[src/rtl/tmr_pkg.sv]
package tmr_pkg;

  localparam int PF_W     = 8;
  localparam int SRC_W    = 4;
  localparam int SUB_W    = 3;
  localparam int N_FIXED  = 6;
  localparam int N_ALT    = 1 << SUB_W;
  localparam int WORD_W   = 32;

  // configuration word layout, most significant field first
  typedef struct packed {
    logic [PF_W-1:0]  pf;
    logic [SRC_W-1:0] src;
    logic [7:0]       spare_hi;
    logic             raz;
    logic [SUB_W-1:0] sub;
    logic [6:0]       spare_lo;
    logic             en;
  } cfg_t;

  localparam int RAZ_BIT = 11;

  function automatic int off_cnt(input bit lng);
    return lng ? 'h00 : 'h04;
  endfunction

  function automatic int off_cmp(input bit lng);
    return lng ? 'h08 : 'h00;
  endfunction

  function automatic int off_cfg(input bit lng);
    return lng ? 'h1C : 'h08;
  endfunction

  function automatic int off_sts(input bit lng);
    return lng ? 'h18 : 'h14;
  endfunction

endpackage

[src/rtl/tmr_src_sel.sv]
module tmr_src_sel
  import tmr_pkg::*;
(
  input  logic [SRC_W-1:0]   src_code,
  input  logic [SUB_W-1:0]   sub_code,
  input  logic [N_FIXED-1:0] fixed_tick,
  input  logic [N_ALT-1:0]   alt_tick,
  output logic               tick
);

  always_comb begin
    unique case (src_code)
      4'd0:    tick = 1'b1;
      4'd1:    tick = fixed_tick[0];
      4'd2:    tick = alt_tick[sub_code];
      4'd3:    tick = fixed_tick[1];
      4'd4:    tick = fixed_tick[2];
      4'd5:    tick = fixed_tick[3];
      4'd8:    tick = fixed_tick[4];
      4'd9:    tick = fixed_tick[5];
      default: tick = 1'b0;
    endcase
  end

endmodule

[src/rtl/tmr_prescale.sv]
module tmr_prescale #(
  parameter int PF_W = 8
) (
  input  logic            clk,
  input  logic            rst_n,
  input  logic            enable,
  input  logic            restart,
  input  logic            tick,
  input  logic [PF_W-1:0] factor,
  output logic            adv
);

  logic [PF_W-1:0] div_q;
  logic [PF_W-1:0] div_d;
  logic            hit;

  assign hit = (div_q == factor);
  assign adv = enable && tick && hit;

  always_comb begin
    if (restart || !enable) begin
      div_d = '0;
    end else if (tick) begin
      div_d = hit ? '0 : div_q + 1'b1;
    end else begin
      div_d = div_q;
    end
  end

  always_ff @(posedge clk or negedge rst_n) begin
    if (!rst_n) begin
      div_q <= '0;
    end else begin
      div_q <= div_d;
    end
  end

endmodule

[src/rtl/tmr_core.sv]
module tmr_core #(
  parameter int CNT_W  = 64,
  parameter int WORD_W = 32
) (
  input  logic                  clk,
  input  logic                  rst_n,
  input  logic                  adv,
  input  logic [CNT_W/WORD_W-1:0] cnt_wr,
  input  logic [CNT_W/WORD_W-1:0] cmp_wr,
  input  logic [WORD_W-1:0]     wr_data,
  input  logic                  clr_req,
  output logic [CNT_W-1:0]      cnt_q,
  output logic [CNT_W-1:0]      cmp_q,
  output logic                  pend_q
);

  localparam int NH = CNT_W / WORD_W;

  logic [CNT_W-1:0] cnt_d;
  logic [CNT_W-1:0] cmp_d;
  logic [CNT_W-1:0] cnt_inc;
  logic             pend_d;
  logic             hit_set;

  assign cnt_inc = cnt_q + 1'b1;
  assign hit_set = adv && !(|cnt_wr) && (cnt_inc == cmp_q);

  always_comb begin
    cnt_d = adv ? cnt_inc : cnt_q;
    cmp_d = cmp_q;
    for (int h = 0; h < NH; h++) begin
      if (cnt_wr[h]) cnt_d[h*WORD_W +: WORD_W] = wr_data;
      if (cmp_wr[h]) cmp_d[h*WORD_W +: WORD_W] = wr_data;
    end
  end

  always_comb begin
    if (hit_set) begin
      pend_d = 1'b1;
    end else if (clr_req) begin
      pend_d = 1'b0;
    end else begin
      pend_d = pend_q;
    end
  end

  always_ff @(posedge clk or negedge rst_n) begin
    if (!rst_n) begin
      cnt_q  <= '0;
      cmp_q  <= '0;
      pend_q <= 1'b0;
    end else begin
      cnt_q  <= cnt_d;
      cmp_q  <= cmp_d;
      pend_q <= pend_d;
    end
  end

endmodule

[src/rtl/cmp_timer.sv]
module cmp_timer
  import tmr_pkg::*;
#(
  parameter int CNT_W  = 64,
  parameter int ADDR_W = 12
) (
  input  logic               clk,
  input  logic               rst_n,
  input  logic [N_FIXED-1:0] fixed_tick_i,
  input  logic [N_ALT-1:0]   alt_tick_i,
  input  logic               reg_we,
  input  logic               reg_re,
  input  logic [ADDR_W-1:0]  reg_addr,
  input  logic [WORD_W-1:0]  reg_wdata,
  output logic [WORD_W-1:0]  reg_rdata,
  output logic               reg_rvalid,
  output logic               irq_o
);

  localparam bit LONG    = (CNT_W > WORD_W);
  localparam int NH      = CNT_W / WORD_W;
  localparam int OFF_CNT = off_cnt(LONG);
  localparam int OFF_CMP = off_cmp(LONG);
  localparam int OFF_CFG = off_cfg(LONG);
  localparam int OFF_STS = off_sts(LONG);

  // reset: asserted asynchronously, released on a clock edge
  logic rst_meta_q, rst_sync_q;

  always_ff @(posedge clk or negedge rst_n) begin
    if (!rst_n) begin
      rst_meta_q <= 1'b0;
      rst_sync_q <= 1'b0;
    end else begin
      rst_meta_q <= 1'b1;
      rst_sync_q <= rst_meta_q;
    end
  end

  // register decode
  logic             cfg_wr, sts_clr;
  logic [NH-1:0]    cnt_wr, cmp_wr;

  assign cfg_wr  = reg_we && (reg_addr == ADDR_W'(OFF_CFG));
  assign sts_clr = reg_we && (reg_addr == ADDR_W'(OFF_STS)) && (reg_wdata[1:0] == 2'b11);

  for (genvar h = 0; h < NH; h++) begin : g_half
    assign cnt_wr[h] = reg_we && (reg_addr == ADDR_W'(OFF_CNT + 4*h));
    assign cmp_wr[h] = reg_we && (reg_addr == ADDR_W'(OFF_CMP + 4*h));
  end

  // configuration register
  cfg_t cfg_q, cfg_d;

  always_comb begin
    cfg_d = cfg_q;
    if (cfg_wr) begin
      cfg_d     = cfg_t'(reg_wdata);
      cfg_d.raz = 1'b0;
    end
  end

  always_ff @(posedge clk or negedge rst_sync_q) begin
    if (!rst_sync_q) begin
      cfg_q <= '0;
    end else begin
      cfg_q <= cfg_d;
    end
  end

  // tick path
  logic src_tick, adv;

  tmr_src_sel u_src_sel (
    .src_code   (cfg_q.src),
    .sub_code   (cfg_q.sub),
    .fixed_tick (fixed_tick_i),
    .alt_tick   (alt_tick_i),
    .tick       (src_tick)
  );

  tmr_prescale #(.PF_W(PF_W)) u_prescale (
    .clk     (clk),
    .rst_n   (rst_sync_q),
    .enable  (cfg_q.en),
    .restart (cfg_wr),
    .tick    (src_tick),
    .factor  (cfg_q.pf),
    .adv     (adv)
  );

  logic [CNT_W-1:0] cnt_q, cmp_q;
  logic             pend_q;

  tmr_core #(.CNT_W(CNT_W), .WORD_W(WORD_W)) u_core (
    .clk     (clk),
    .rst_n   (rst_sync_q),
    .adv     (adv),
    .cnt_wr  (cnt_wr),
    .cmp_wr  (cmp_wr),
    .wr_data (reg_wdata),
    .clr_req (sts_clr),
    .cnt_q   (cnt_q),
    .cmp_q   (cmp_q),
    .pend_q  (pend_q)
  );

  assign irq_o = pend_q;

  // read port, one cycle of latency
  logic [WORD_W-1:0] rd_d, rdata_q;
  logic              rvalid_q;

  always_comb begin
    rd_d = '0;
    for (int h = 0; h < NH; h++) begin
      if (reg_addr == ADDR_W'(OFF_CNT + 4*h)) rd_d = cnt_q[h*WORD_W +: WORD_W];
      if (reg_addr == ADDR_W'(OFF_CMP + 4*h)) rd_d = cmp_q[h*WORD_W +: WORD_W];
    end
    if (reg_addr == ADDR_W'(OFF_CFG)) rd_d = cfg_q;
    if (reg_addr == ADDR_W'(OFF_STS)) rd_d = {{(WORD_W-1){1'b0}}, pend_q};
  end

  always_ff @(posedge clk or negedge rst_sync_q) begin
    if (!rst_sync_q) begin
      rdata_q  <= '0;
      rvalid_q <= 1'b0;
    end else begin
      rvalid_q <= reg_re;
      if (reg_re) rdata_q <= rd_d;
    end
  end

  assign reg_rdata  = rdata_q;
  assign reg_rvalid = rvalid_q;

endmodule

[config.mk]
export PLATFORM = sky130hd
export DESIGN_NAME = cmp_timer
export DESIGN_NICKNAME = d
export VERILOG_FILES = /design/src/rtl/tmr_pkg.sv /design/src/rtl/tmr_src_sel.sv /design/src/rtl/tmr_prescale.sv /design/src/rtl/tmr_core.sv /design/src/rtl/cmp_timer.sv
export SDC_FILE = /design/constraint.sdc
export NUM_CORES = 1
export LEC_CHECK = 0
export BUFFER_PORTS_ARGS = -buffer_cell sky130_fd_sc_hd__buf_4
export CORE_MARGIN = 5
export CORE_UTILIZATION = 45
export CTS_BUF_LIST = sky130_fd_sc_hd__clkbuf_4 sky130_fd_sc_hd__clkbuf_8 sky130_fd_sc_hd__clkbuf_16
export DETAILED_ROUTE_END_ITERATION = 8
export PLACE_DENSITY = 0.7
export RECOVER_POWER = 25
export SYNTH_ARGS = -nofsm -noshare
export SYNTH_HDL_FRONTEND = slang
export SYNTH_HIERARCHICAL = 1
export SYNTH_SLANG_ARGS = --single-unit
[constraint.sdc]
create_clock -name clk -period 10.3 [get_ports clk]
set_input_delay 2.06 -clock clk [delete_from_list [all_inputs] [get_ports clk]]
set_output_delay 2.06 -clock clk [all_outputs]
set_load 0.02 [all_outputs]
Word level (Yosys, flattened, before mapping)
Index checks and enable logic that the tools add are counted.
{ "word_totals": {"regBits": 203, "wordCells": 72, "memories": 0, "latch_bits": 0, "ramBits": 0, "mem_bits_ro": 0} }
{ "op_classes": {"div": 0, "muxes": 17, "n_eq_ne": 15, "n_bitwise": 0, "add_sub_neg": 2, "shifts": 0, "reduce_logical": 21, "mul": 0, "order_cmp": 1} }
{ "ops": {"columns": ["operator", "count"], "rows": [
  ["$mux 32", 8],
  ["$add 64x1->64 const B", 1],
  ["$eq 64x64->1", 1],
  ["$mux 64", 1],
  ["$eq 12x4->1 const B", 2],
  ["$eq 12x5->1 const B", 2],
  ["$mux 8", 3],
  ["$eq 12x3->1 const B", 1],
  ["$logic_not 12->1", 1],
  ["$logic_and 1x1->1", 11],
  ["$add 8x1->8 const B", 1],
  ["$eq 4x2->1 const B", 2],
  ["$eq 4x3->1 const B", 2],
  ["$eq 4x4->1 const B", 2],
  ["$eq 8x8->1", 1],
  ["$pmux 1 s8", 1],
  ["$reduce_bool 2->1", 4],
  ["$eq 4x1->1 const B", 1],
  ["$logic_not 4->1", 1],
  ["$lt 3x4->1 const B", 1],
  ["$bmux 1 s3", 1],
  ["$mux 1", 3],
  ["$eq 2x2->1 const B", 1],
  ["$logic_not 1->1", 2],
  ["2 further kinds", 2]
]} }

Logic depth before layout (Yosys ltp)
{ "logic_depth": {"word_depth": 8, "ltp_mapped": 16, "mapped_depth_nobuf": 13} }

By module
The synthesis kept the hierarchy.
{ "modules_own_cells": {"columns": ["module", "seq_area_each_um2", "cells_each", "area_each_um2", "n_inst"], "rows": [
  ["tmr_core", 3228.1, 924, 8345.5, 1],
  ["cmp_timer", 1651.6, 424, 4116.4, 1],
  ["tmr_prescale", 200.2, 57, 568.0, 1],
  ["tmr_src_sel", 0.0, 17, 150.1, 1]
]} }

Worst setup path after synthesis
Ideal clock, no wire load.
{ "synth_timing": {"path_kind": "input -> register", "from": "input reg_addr[3]", "to": "register u_core.pend_q", "t_required_ps": 10197, "arrival_time_ps": 4949, "setup_time_ps": 103, "cell_stages": 16, "path_slack_ps": 5248, "path_buffers": 5, "cell_sequence": "buf_2 -> or2_1 -> clkbuf_1 -> or2_1 -> buf_6 -> buf_6 -> nor3_1 -> clkbuf_1 -> or3b_2 -> a2111oi_0 -> o2111ai_1 -> a2111oi_0 -> nand4_1 -> nor4_1 -> nand4_1 -> o41ai_2"} }
{ "synth_via": {"elab_chain_cells": 7} }
{ "synth_lines": {"columns": ["item", "line_no", "rtl"], "rows": [
  ["start, declared", "cmp_timer.sv:13", "input logic [ADDR_W-1:0] reg_addr,"],
  ["$logic_not 12->1 *", "cmp_timer.sv:48", "assign cnt_wr[h] = reg_we && (reg_addr == ADDR_W'(OFF_CNT + 4*h));"],
  ["$logic_and 1x1->1 *", "cmp_timer.sv:48", null],
  ["net cnt_wr[0]", "cmp_timer.sv:42", "logic [NH-1:0] cnt_wr, cmp_wr;"],
  ["$reduce_or 2->1 *", "tmr_core.sv:26", "assign hit_set = adv && !(|cnt_wr) && (cnt_inc == cmp_q);"],
  ["$logic_not 1->1 *", "tmr_core.sv:26", null],
  ["$logic_and 1x1->1 * (2 in series)", "tmr_core.sv:26", null],
  ["$mux 1 / $reduce_bool 2->1 (equally long branches)", null, null],
  ["end signal, assigned", "tmr_core.sv:55", "pend_q <= pend_d;"],
  ["end, declared", "tmr_core.sv:14", "output logic pend_q"]
]} }
The timed path passes the listed nets; every way through them passes the cells marked *.
A chain may end at the register's enable or synchronous reset.

Final worst setup path
{ "layout_timing": {"from": "input reg_addr[3]", "to": "register u_core.pend_q"} }
{ "layout_via": {"elab_chain_cells": 7} }
{ "layout_lines": {"columns": ["item", "line_no"], "rows": [
  ["$eq 12x3->1 *", "cmp_timer.sv:48"],
  ["$logic_and 1x1->1 *", "cmp_timer.sv:48"],
  ["net cnt_wr[1]", "cmp_timer.sv:42"],
  ["$reduce_or 2->1 *", "tmr_core.sv:26"],
  ["$logic_not 1->1 *", "tmr_core.sv:26"],
  ["$logic_and 1x1->1 * (2 in series)", "tmr_core.sv:26"],
  ["$mux 1 / $reduce_bool 2->1 (equally long branches)", null]
]} }
Marked as above.

==> impl_metrics.py <==
metrics = {
    "worst_setup_path": {
        "startpoint": "reg_addr[3]",
        "cp.arrival_ps": 6410,
        "reg2reg_depth": 14,
        "cp-end-kind": "flop",
        "reg2reg_slack_ps": 5140,
        "worstPathRequired_ps": 10720,
        "worst_setup_path_start_kind": "input pin",
        "r2r-end": "u_core/pend_q$_DFFE_PN0P_",
        "r2r-start": "cfg_q[22]$_DFFE_PN0P_",
        "path_class": "in2reg",
        "cp_max_fo": 65,
    },
    "power_and_ir_drop": {
        "irDropWorstVdd_v": 0.0001215,
        "p_leak_nw": 6.167,
        "switchingPower_w": 0.0004374,
        "cell_internal_pwr_w": 0.001430,
        "pwr-share-comb": 0.060,
        "sw_frac_of_total": 0.2343,
        "p_total_w": 0.001867,
        "pwr-share-clk": 0.501,
        "powerDensity_nw_per_um2": 124.9,
        "sequentialPowerShare": 0.438,
    },
    "timing": {
        "fmax_ghz": 0.1671,
        "finalMaxSlewViolations": 66,
        "post-route-min-period_ps": 5985,
        "grt_setup_unrepaired": "no",
        "finalSetupViolations": 0,
        "relSlewSlack": -0.8363,
        "fin_worst_skew_ps": 9.999,
        "hold_violations": 0,
        "post-route-period-util": 0.5810,
        "worst_slew_pin_slew_ps": 2755,
        "tns_ps": 0,
    },
    "clocking": {
        "holdBufCountCts": 0,
        "clk_pin_slew_ps": 60,
        "cts_tree": "yes",
        "ctsResizeCount": 0,
        "numCtsBuffers": 24,
        "worstSkewPairLatency_ps": 520,
        "cts_max_level": 1,
        "cts_sinks": 203,
        "post_cts_buffers": 0,
        "cts_buffer_depth": 3,
        "cts.root.buffer_cell": "clkbuf_16",
    },
    "run_status": {
        "violations": "max-capacitance violations, max-slew violations",
        "status": "finished with violations",
    },
    "synthesis": {
        "synth.avg_cell_area_um2": 9.269,
        "synthTopCellsByArea": "dfrtp_1 (39%), xnor2_1 (6.4%), mux2_2 (5.5%), xor2_1 (4.8%), nand2_1 (4.7%)",
        "synth_seq_cells": 203,
        "synthFlopType": "dfrtp_1",
        "netlist.top_cell.by_area": "dfrtp_1",
        "yosysTopAreaCellShare": 0.3854,
        "ys_top_cells_by_count": "dfrtp_1 (203), nand2_1 (166), xnor2_1 (96)",
        "seq_area_frac_synth": 0.3854,
        "post-synth-top-count-cell": "dfrtp_1",
        "synth_warnings": 6,
        "synthArstFlopShare": 1.000,
        "synthDistinctLibCells": 85,
        "synth_edf_count": 0,
        "postSynthNetCount": 1486,
        "syn_area_um2": 13180,
        "syn_inst": 1422,
    },
    "floorplanning": {
        "dieArea_um2": 32810,
        "core_um2": 28780,
        "die_y_um": 181.1,
        "start_util": 0.4580,
        "pin_count": 96,
        "rows": 62,
        "die-width_um": 181.1,
    },
    "placed_design": {
        "portBuffers": 95,
        "gp_congestion": 1.020,
        "place_hpwl_um": 34420,
    },
    "worst_hold_path": {
        "holdPathStages": 0,
        "min_path_type": "reg2reg",
        "worstHoldStart": "rst_meta_q$_DFF_PN0_",
        "worstHoldEndpoint": "rst_sync_q$_DFF_PN0_",
    },
    "grt": {
        "grt-ovfl-total": 0,
        "grt_max_degree": 137,
        "grt_usage": 0.2795,
        "antenna_found_initial": 2,
        "grt_pass1_vias": 11241,
        "grt_pass1_wl_um": 71280,
    },
    "finish": {
        "drive_above_1_share": 0.1832,
        "layout-area-overhead-vs-synth_pct": 13.41,
        "nets": 1514,
    },
    "routing": {
        "drtAntennaViolNets": 0,
        "routed_wl_um": 47380,
        "remaining_drc_errors": 0,
        "routedWlPerCell_um": 25.57,
        "drtIter0Drc": 1517,
        "via_count": 11567,
        "first_pass_iters": 6,
        "vias_per_cell": 6.242,
    },
    "job": {
        "drv_cap": 1,
    },
}
[power by group through the flow]
| stage | clock (W) | sequential (W) | combinational (W) |
|---|---|---|---|
| floorplan | 0 | 0.000840 | 0.0000465 |
| global placement | 0 | 0.000833 | 0.000110 |
| detailed placement | 0 | 0.000833 | 0.000111 |
| CTS | 0.000953 | 0.000819 | 0.000112 |
| global route | 0.000982 | 0.000820 | 0.000122 |
| finish | 0.000936 | 0.000818 | 0.000113 |
[flip-flops by register name (all words and copies together), names as in the netlist]
name,count
cfg_q,31
reg_rdata,32
reg_rvalid,1
rst_meta_q,1
rst_sync_q,1
u_core/cmp_q,64
u_core/cnt_q,64
u_core/pend_q,1
u_prescale/div_q,8
[cells by family (layout without fill, tap and decap cells)]
| group | count (synthesis) | count (layout) | share of synthesized area |
|---|---|---|---|
| and+or+nand+nor | 537 | 537 | 0.2201 |
| DFF | 203 | 203 | 0.3854 |
| adders and majority gates | 2 | 2 | 0.001898 |
| xor gates and xnor gates | 168 | 168 | 0.1116 |
| buffers and inverters | 137 | 183 | 0.04386 |
| AOI/OAI and AO/OA | 252 | 252 | 0.1322 |
| other | 1 | 2 | 0.0002845 |
| muxes | 122 | 122 | 0.1045 |
[metrics by stage]
stage / hold slack, ps / util / std cells / setup WS, ps / cell area, µm²
floorplan: 331.2 / - / 1422 / 4224 / 13180
global placement: 337.9 / 0.4890 / 1808 / 4126 / 14070
detailed placement: 342.8 / 0.4890 / 1808 / 3861 / 14070
CTS: 355.5 / 0.5196 / 1852 / 4443 / 14950
global route: 377.7 / 0.5193 / 1852 / 3894 / 14950
finish: 350.1 / 0.5194 / 1853 / 4315 / 14950
[layout make-up]
cell class                      count  area (µm²)
Fill cell                        2678       13830
Multi-Input combinational cell   1082        7559
Sequential cell                   203        5080
Timing Repair Buffer              111       842.1
Clock buffer                       33       710.7
Tap cell                          384       480.5
Clock inverter                     11       168.9
Inverter                           28       105.1
Antenna cell                        1       2.502
[cell usage in the layout, fill, tap and decap left out, types with 15 or more instances in the layout]
| cell | count |
|---|---|
| nand2_1 | 166 |
| mux2_2 | 64 |
| a31oi_1 | 18 |
| nor2b_1 | 27 |
| nor3_1 | 33 |
| nor2_1 | 72 |
| inv_1 | 28 |
| mux2i_1 | 24 |
| o22ai_1 | 29 |
| xnor2_1 | 96 |
| clkbuf_16 | 25 |
| o22a_1 | 16 |
| nand3_1 | 46 |
| nand4_1 | 63 |
| nor4_1 | 22 |
| dfrtp_1 | 203 |
| buf_4 | 109 |
| mux2_1 | 31 |
| xor2_1 | 72 |
| o221ai_1 | 15 |
| o21ai_0 | 79 |
| a21oi_1 | 27 |
[how the worst max path moves through the flow]
stage,end,slack (ps),cells after the start
2_1_floorplan,cfg_q[0]$_DFFE_PN0P_,4220,0
3_3_place_gp,u_core/pend_q$_DFFE_PN0P_,4130,13
3_5_place_dp,u_core/pend_q$_DFFE_PN0P_,3860,13
4_1_cts,u_core/pend_q$_DFFE_PN0P_,4440,13
5_1_grt,u_core/pend_q$_DFFE_PN0P_,3890,13
6_report,u_core/pend_q$_DFFE_PN0P_,4320,13
[per-layer routing]
metal | part of all wire | up-vias | track usage
met4 | 0.036 | 2 | 0.09126
met3 | 0.084 | 94 | 0.04906
met5 | 0.00013 | - | 0
li1 | - | 5195 | -
met2 | 0.44 | 551 | 0.4262
met1 | 0.44 | 5725 | 0.4044
[critical path, cell delays in order]
cell	delay (ps)
buf_4	160
or2_1	410
or2_1	950
nor3_2	80
buf_4	370
or3b_2	530
a2111oi_0	410
o2111ai_1	160
a2111oi_0	420
nand4_1	180
nor4_1	250
nand4_1	160
o41ai_2	230
No activity file was read; power rests on OpenSTA's default activity.
